### src/rtl/tfc_pkg.sv
package tfc_pkg;
    typedef enum logic [1:0] {
        ST_RUN     = 2'd0,
        ST_FROZEN  = 2'd1,
        ST_MONITOR = 2'd2
    } mode_e;
    localparam int VEC_W = 8;
endpackage

### src/rtl/tfc_pc_chain.sv
module tfc_pc_chain #(
    parameter int AW    = 32,
    parameter int DEPTH = 3
) (
    input  logic                clk,
    input  logic                rst_n,
    input  logic                adv,
    input  logic                hold,
    input  logic [AW-1:0]       pc_in,
    output logic [DEPTH*AW-1:0] hist
);
    logic [AW-1:0] stage [DEPTH];
    logic          shift_en;

    assign shift_en = adv && !hold;

    for (genvar i = 0; i < DEPTH; i++) begin : g_stage
        if (i == 0) begin : g_head
            always_ff @(posedge clk or negedge rst_n) begin
                if (!rst_n)        stage[i] <= '0;
                else if (shift_en) stage[i] <= pc_in;
            end
        end else begin : g_tail
            always_ff @(posedge clk or negedge rst_n) begin
                if (!rst_n)        stage[i] <= '0;
                else if (shift_en) stage[i] <= stage[i-1];
            end
        end
        assign hist[i*AW +: AW] = stage[i];
    end
endmodule

### src/rtl/tfc_mode_fsm.sv
module tfc_mode_fsm
    import tfc_pkg::*;
#(
    parameter int AW      = 32,
    parameter int MON_VEC = 16
) (
    input  logic             clk,
    input  logic             rst_n,
    input  logic             trap_req,
    input  logic             trap_async,
    input  logic [VEC_W-1:0] trap_vec,
    input  logic             mon_enable,
    input  logic             iret,
    input  logic [AW-1:0]    main_top,
    input  logic [AW-1:0]    shadow_top,
    output logic             fz,
    output logic             mm,
    output logic [VEC_W-1:0] reason,
    output logic             redir_valid,
    output logic [AW-1:0]    redir_addr,
    output logic             redir_rom
);
    mode_e state_q, state_d;
    logic  mon_take;
    logic  rv_d, rom_d;
    logic [AW-1:0] addr_d;

    assign mon_take = trap_req && !trap_async && mon_enable;

    // next-state logic
    always_comb begin
        state_d = state_q;
        unique case (state_q)
            ST_RUN: begin
                if (trap_req) state_d = mon_take ? ST_MONITOR : ST_FROZEN;
            end
            ST_FROZEN: begin
                if (trap_req)  state_d = mon_take ? ST_MONITOR : ST_FROZEN;
                else if (iret) state_d = ST_RUN;
            end
            ST_MONITOR: begin
                if (trap_req)  state_d = ST_MONITOR;
                else if (iret) state_d = ST_RUN;
            end
            default: state_d = ST_RUN;
        endcase
    end

    // state register
    always_ff @(posedge clk or negedge rst_n) begin
        if (!rst_n) state_q <= ST_RUN;
        else        state_q <= state_d;
    end

    // redirect selection
    always_comb begin
        rv_d   = 1'b0;
        rom_d  = 1'b0;
        addr_d = '0;
        if (trap_req) begin
            rv_d = 1'b1;
            if (mon_take) begin
                addr_d = AW'(MON_VEC);
                rom_d  = 1'b1;
            end else begin
                addr_d = AW'(trap_vec);
            end
        end else if (iret && state_q != ST_RUN) begin
            rv_d   = 1'b1;
            addr_d = (state_q == ST_MONITOR) ? shadow_top : main_top;
        end
    end

    // registered outputs
    always_ff @(posedge clk or negedge rst_n) begin
        if (!rst_n) begin
            redir_valid <= 1'b0;
            redir_addr  <= '0;
            redir_rom   <= 1'b0;
            reason      <= '0;
        end else begin
            redir_valid <= rv_d;
            redir_addr  <= addr_d;
            redir_rom   <= rom_d;
            if (mon_take) reason <= trap_vec;
        end
    end

    assign fz = (state_q != ST_RUN);
    assign mm = (state_q == ST_MONITOR);
endmodule

### src/rtl/trap_freeze_ctl.sv
module trap_freeze_ctl
    import tfc_pkg::*;
#(
    parameter int AW      = 32,
    parameter int HIST    = 3,
    parameter int MON_VEC = 16
) (
    input  logic               clk,
    input  logic               rst_n,
    input  logic [AW-1:0]      pc_bus,
    input  logic               pc_adv,
    input  logic               trap_req,
    input  logic               trap_async,
    input  logic [VEC_W-1:0]   trap_vec,
    input  logic               mon_enable,
    input  logic               iret,
    input  logic               flag_we_in,
    input  logic               chan_we_in,
    output logic               flag_we,
    output logic               chan_we,
    output logic               frozen,
    output logic               monitor,
    output logic [VEC_W-1:0]   reason,
    output logic               redir_valid,
    output logic [AW-1:0]      redir_addr,
    output logic               redir_rom,
    output logic [HIST*AW-1:0] pc_hist,
    output logic [HIST*AW-1:0] shadow_hist
);
    logic fz, mm;

    tfc_pc_chain #(.AW(AW), .DEPTH(HIST)) u_main (
        .clk   (clk),
        .rst_n (rst_n),
        .adv   (pc_adv),
        .hold  (fz),
        .pc_in (pc_bus),
        .hist  (pc_hist)
    );

    tfc_pc_chain #(.AW(AW), .DEPTH(HIST)) u_shadow (
        .clk   (clk),
        .rst_n (rst_n),
        .adv   (pc_adv),
        .hold  (mm),
        .pc_in (pc_bus),
        .hist  (shadow_hist)
    );

    tfc_mode_fsm #(.AW(AW), .MON_VEC(MON_VEC)) u_fsm (
        .clk         (clk),
        .rst_n       (rst_n),
        .trap_req    (trap_req),
        .trap_async  (trap_async),
        .trap_vec    (trap_vec),
        .mon_enable  (mon_enable),
        .iret        (iret),
        .main_top    (pc_hist[AW-1:0]),
        .shadow_top  (shadow_hist[AW-1:0]),
        .fz          (fz),
        .mm          (mm),
        .reason      (reason),
        .redir_valid (redir_valid),
        .redir_addr  (redir_addr),
        .redir_rom   (redir_rom)
    );

    assign flag_we = flag_we_in && !fz;
    assign chan_we = chan_we_in && !fz;
    assign frozen  = fz;
    assign monitor = mm;
endmodule

### config.mk
export PLATFORM = sky130hd
export DESIGN_NAME = trap_freeze_ctl
export DESIGN_NICKNAME = d
export VERILOG_FILES = /design/src/rtl/tfc_pkg.sv /design/src/rtl/tfc_pc_chain.sv /design/src/rtl/tfc_mode_fsm.sv /design/src/rtl/trap_freeze_ctl.sv
export SDC_FILE = /design/constraint.sdc
export NUM_CORES = 1
export LEC_CHECK = 0
export CORE_UTILIZATION = 45
export CTS_CLUSTER_DIAMETER = 30
export DETAILED_ROUTE_END_ITERATION = 8
export GPL_TIMING_DRIVEN = 0
export PLACE_DENSITY = 0.74
export SYNTH_ARGS = -nofsm -noshare
export SYNTH_HDL_FRONTEND = slang
export SYNTH_HIERARCHICAL = 1
export SYNTH_SLANG_ARGS = --single-unit
### constraint.sdc
create_clock -name clk -period 5 [get_ports clk]
set_clock_uncertainty 0.1 [all_clocks]
set_input_delay 1 -clock clk [delete_from_list [all_inputs] [get_ports clk]]
set_output_delay 1 -clock clk [all_outputs]
set_load 0.05 [all_outputs]
==> summary.txt <==
Power
  • Power Density: around 730 mW/mm^2
  • Total Power: approximately 0.010 W
  • Leak Pwr: about 6.3 nW
  • Worst vdd ir: around 0.0006 V

Yosys
  • Main combinational cell family by area after synthesis: multiplexers
  • Adder-Cell Fraction of Synth Area: 0
  • Area share of the largest cell type after synthesis: 0.635
  • Prevailing post-synth register cell: dfrtp_1
  • Mux cell area share after synthesis: 0.275
  • Syn. warnings: 6
  • Synth cell types: 29
  • Post-synthesis sequential area ratio: 0.635
  • Post-synthesis xor/xnor area fraction: 0
  • Synth Area in Compound Gates: 0.0315
  • Post-synth top area cell: dfrtp_1
  • Most frequent cell after synthesis: dfrtp_1
  • Avg Cell Area, Syn: 16.9 um^2
  • Synth area leaders: dfrtp_1 (63%), mux2_2 (15%), mux2_4 (13%)
  • Simple-gate area share of the yosys netlist: 0.0211
  • Syn Nets: approximately 600
  • Cells after synthesis: 552
  • Post-Synthesis Cell Area: around 0.0093 mm^2
  • Post-synth EDFFs: 0
  • Share of async-settable or async-resettable flops after synthesis: 1.00
  • Top cells by count, synth: dfrtp_1 (236), mux2_2 (120), mux2_4 (80), o22ai_1 (25), nor2_1 (24)
  • #FFs+latches synth: ~240

Critical path
  • CP Capture Type: output pin
  • Startpoint Class: input port
  • Worst path required time: roughly 3900 ps
  • Worst Path Max Fanout: 1
  • R2R setup slack: 3010 ps
  • Setup CP Type: input port to output pin
  • Worst EP arrival: 2400 ps

Placement
  • Post-placement cell count: around 1,100
  • GP Congestion: 0.797
  • # port buffers: 286
  • Post-DP HPWL: roughly 17,000 um

Timing
  • Fmax: approximately 290 MHz
  • Slew HR: 0.613
  • Final setup viols: 0
  • Fin. Hold Viols: 0
  • RSZ-0062 raised after global routing: false
  • Final Max Tran Viols: 0
  • Crit share post-route: 0.699
  • Min Tclk post-route: between 3000 and 4000 ps
  • Slew of the pin with the lowest slew margin: around 580 ps

Global routing
  • Grt total ovfl: 0
  • Pin count of the biggest net entering global routing: a little over 100
  • Initial antenna violation count: 0
  • All-Layer GR Usage: 0.246
  • Vias in the first global route: 6,814
  • First-pass GRT wire length: 40,200 um

CTS
  • H-tree Lvls: 2
  • Clk slew on worst S/H paths: 50 ps
  • Clk buf depth: 3
  • Post-CTS Repair Setup Buffers: 0
  • TritonCTS clock tree: done
  • TritonCTS Buffers: 48
  • Post-cts resize count: 0
  • Root Buffer: clkbuf_16
  • Clock Latency Late Sink: around 510 ps
  • Clock sink count: between 200 and 250
  • Hold Buf Count CTS: 0

Floorplanning
  • I/O Pins: about 290
  • Die width: 146 um
  • Starting Density: 0.460
  • Height of the die: roughly 150 um
  • Core area: slightly above 0.02 mm^2
  • Placement Rows: 52
  • Die Area: 0.0213 mm^2

Routing
  • Final ANT Viol Nets: 0
  • First-pass detailed-route iteration total: 4
  • Vias per std cell: between 5 and 6
  • DRC viols: 0
  • Total Routed Length: 25,700 um
  • Wire per inst: between 20 and 25 um
  • Initial DRC count: between 100 and 150
  • Vias: roughly 6,000

Flow run
  • Max Cap Viol: 0

Cells and area
  • Share of cells above drive strength 1: 0.346
  • Nets: 939
  • Cell Count, Final, Fillers Out: 1,193
  • Antenna cells: 0
  • P&R area growth vs syn: 53.3%

Run status
  • Outcome: finished clean

Worst hold path
  • Worst min-delay path class: input port to async pin
-- logic make-up after synthesis --
family	Yosys count
simple gates	37
compound gates	43
flops	236
buf+inv	35
mux	201
-- worst paths after layout --
check                                 start  cells after the start               end
setup / recovery                 chan_we_in                      3           chan_we
hold / removal                        rst_n                      1   u_main/hist[44]
setup reg to reg           u_fsm/state_q[0]                      6   u_main/hist[80]
hold reg to reg            u_fsm/state_q[1]                      1  u_fsm/state_q[0]
max in group asynchronous             rst_n                      3   u_main/hist[94]
min in group clk           u_fsm/state_q[1]                      1  u_fsm/state_q[0]
-- layer usage --
layer	up-vias	share of wire	wire length, um	track usage
li1	2647	-	-	-
met5	-	0	0	0
met3	35	0.075	1940	0.0755
met1	3085	0.40	10300	0.296
met2	277	0.50	12900	0.419
met4	0	0.023	588	0.0837
-- worst max-delay path: stages --
cell and delay (ps):
clkdlybuf4s50_1 440, nor2b_1 140, clkdlybuf4s50_1 820
-- flip-flops by register name, summed over array words and instances (netlist names) --
register	flops
u_shadow/hist	96
u_fsm/reason	8
u_main/hist	96
u_fsm/redir_rom	1
u_fsm/redir_addr	32
u_fsm/redir_valid	1
u_fsm/state_q	2
-- through the flow --
| step | hold slack (ps) | area [um^2] | setup WS (ps) | TNS, ps | utilization |
|---|---|---|---|---|---|
| after floorplan | 357 | 9300 | 2190 | 0 | - |
| after global routing | 339 | 14300 | 1450 | 0 | 0.705 |
| after global placement | 381 | 12500 | -6490 | -1527980 | 0.618 |
| final | 311 | 14300 | 1500 | 0 | 0.705 |
| after detailed placement | 395 | 12600 | 1510 | 0 | 0.621 |
| after CTS | 325 | 14300 | 1500 | 0 | 0.705 |
-- layout make-up --
type,count,area [um^2]
plain buffers,31,328
clock buffers,64,1390
clock inverters,19,304
fillers,1328,5970
inverters,4,17.5
multi-input cells,281,3050
flip-flops and latches,236,5910
well taps,270,338
repair buffers,288,2920
-- power breakdown --
group	switching, W	internal (W)	total (W)
Sequential	0.000442	0.00247	0.00292
Combinational	0.00265	0.00156	0.00422
Clock	0.000959	0.00233	0.00329
-- cells in the final DEF (no fill, tap or decap), types with 7 or more instances in the layout --
cell	netlist	layout
o2bb2ai_1	7	7
buf_12	8	8
clkdlybuf4s50_1	0	285
o22ai_1	25	25
clkbuf_8	0	11
nor2_1	24	24
clkbuf_16	0	49
bufinv_16	0	8
dfrtp_1	236	236
a22oi_1	7	7
buf_2	14	14
mux2_4	80	80
mux2_2	120	120
clkinv_2	0	8
Note: power is estimated with default switching activity, not from simulation.
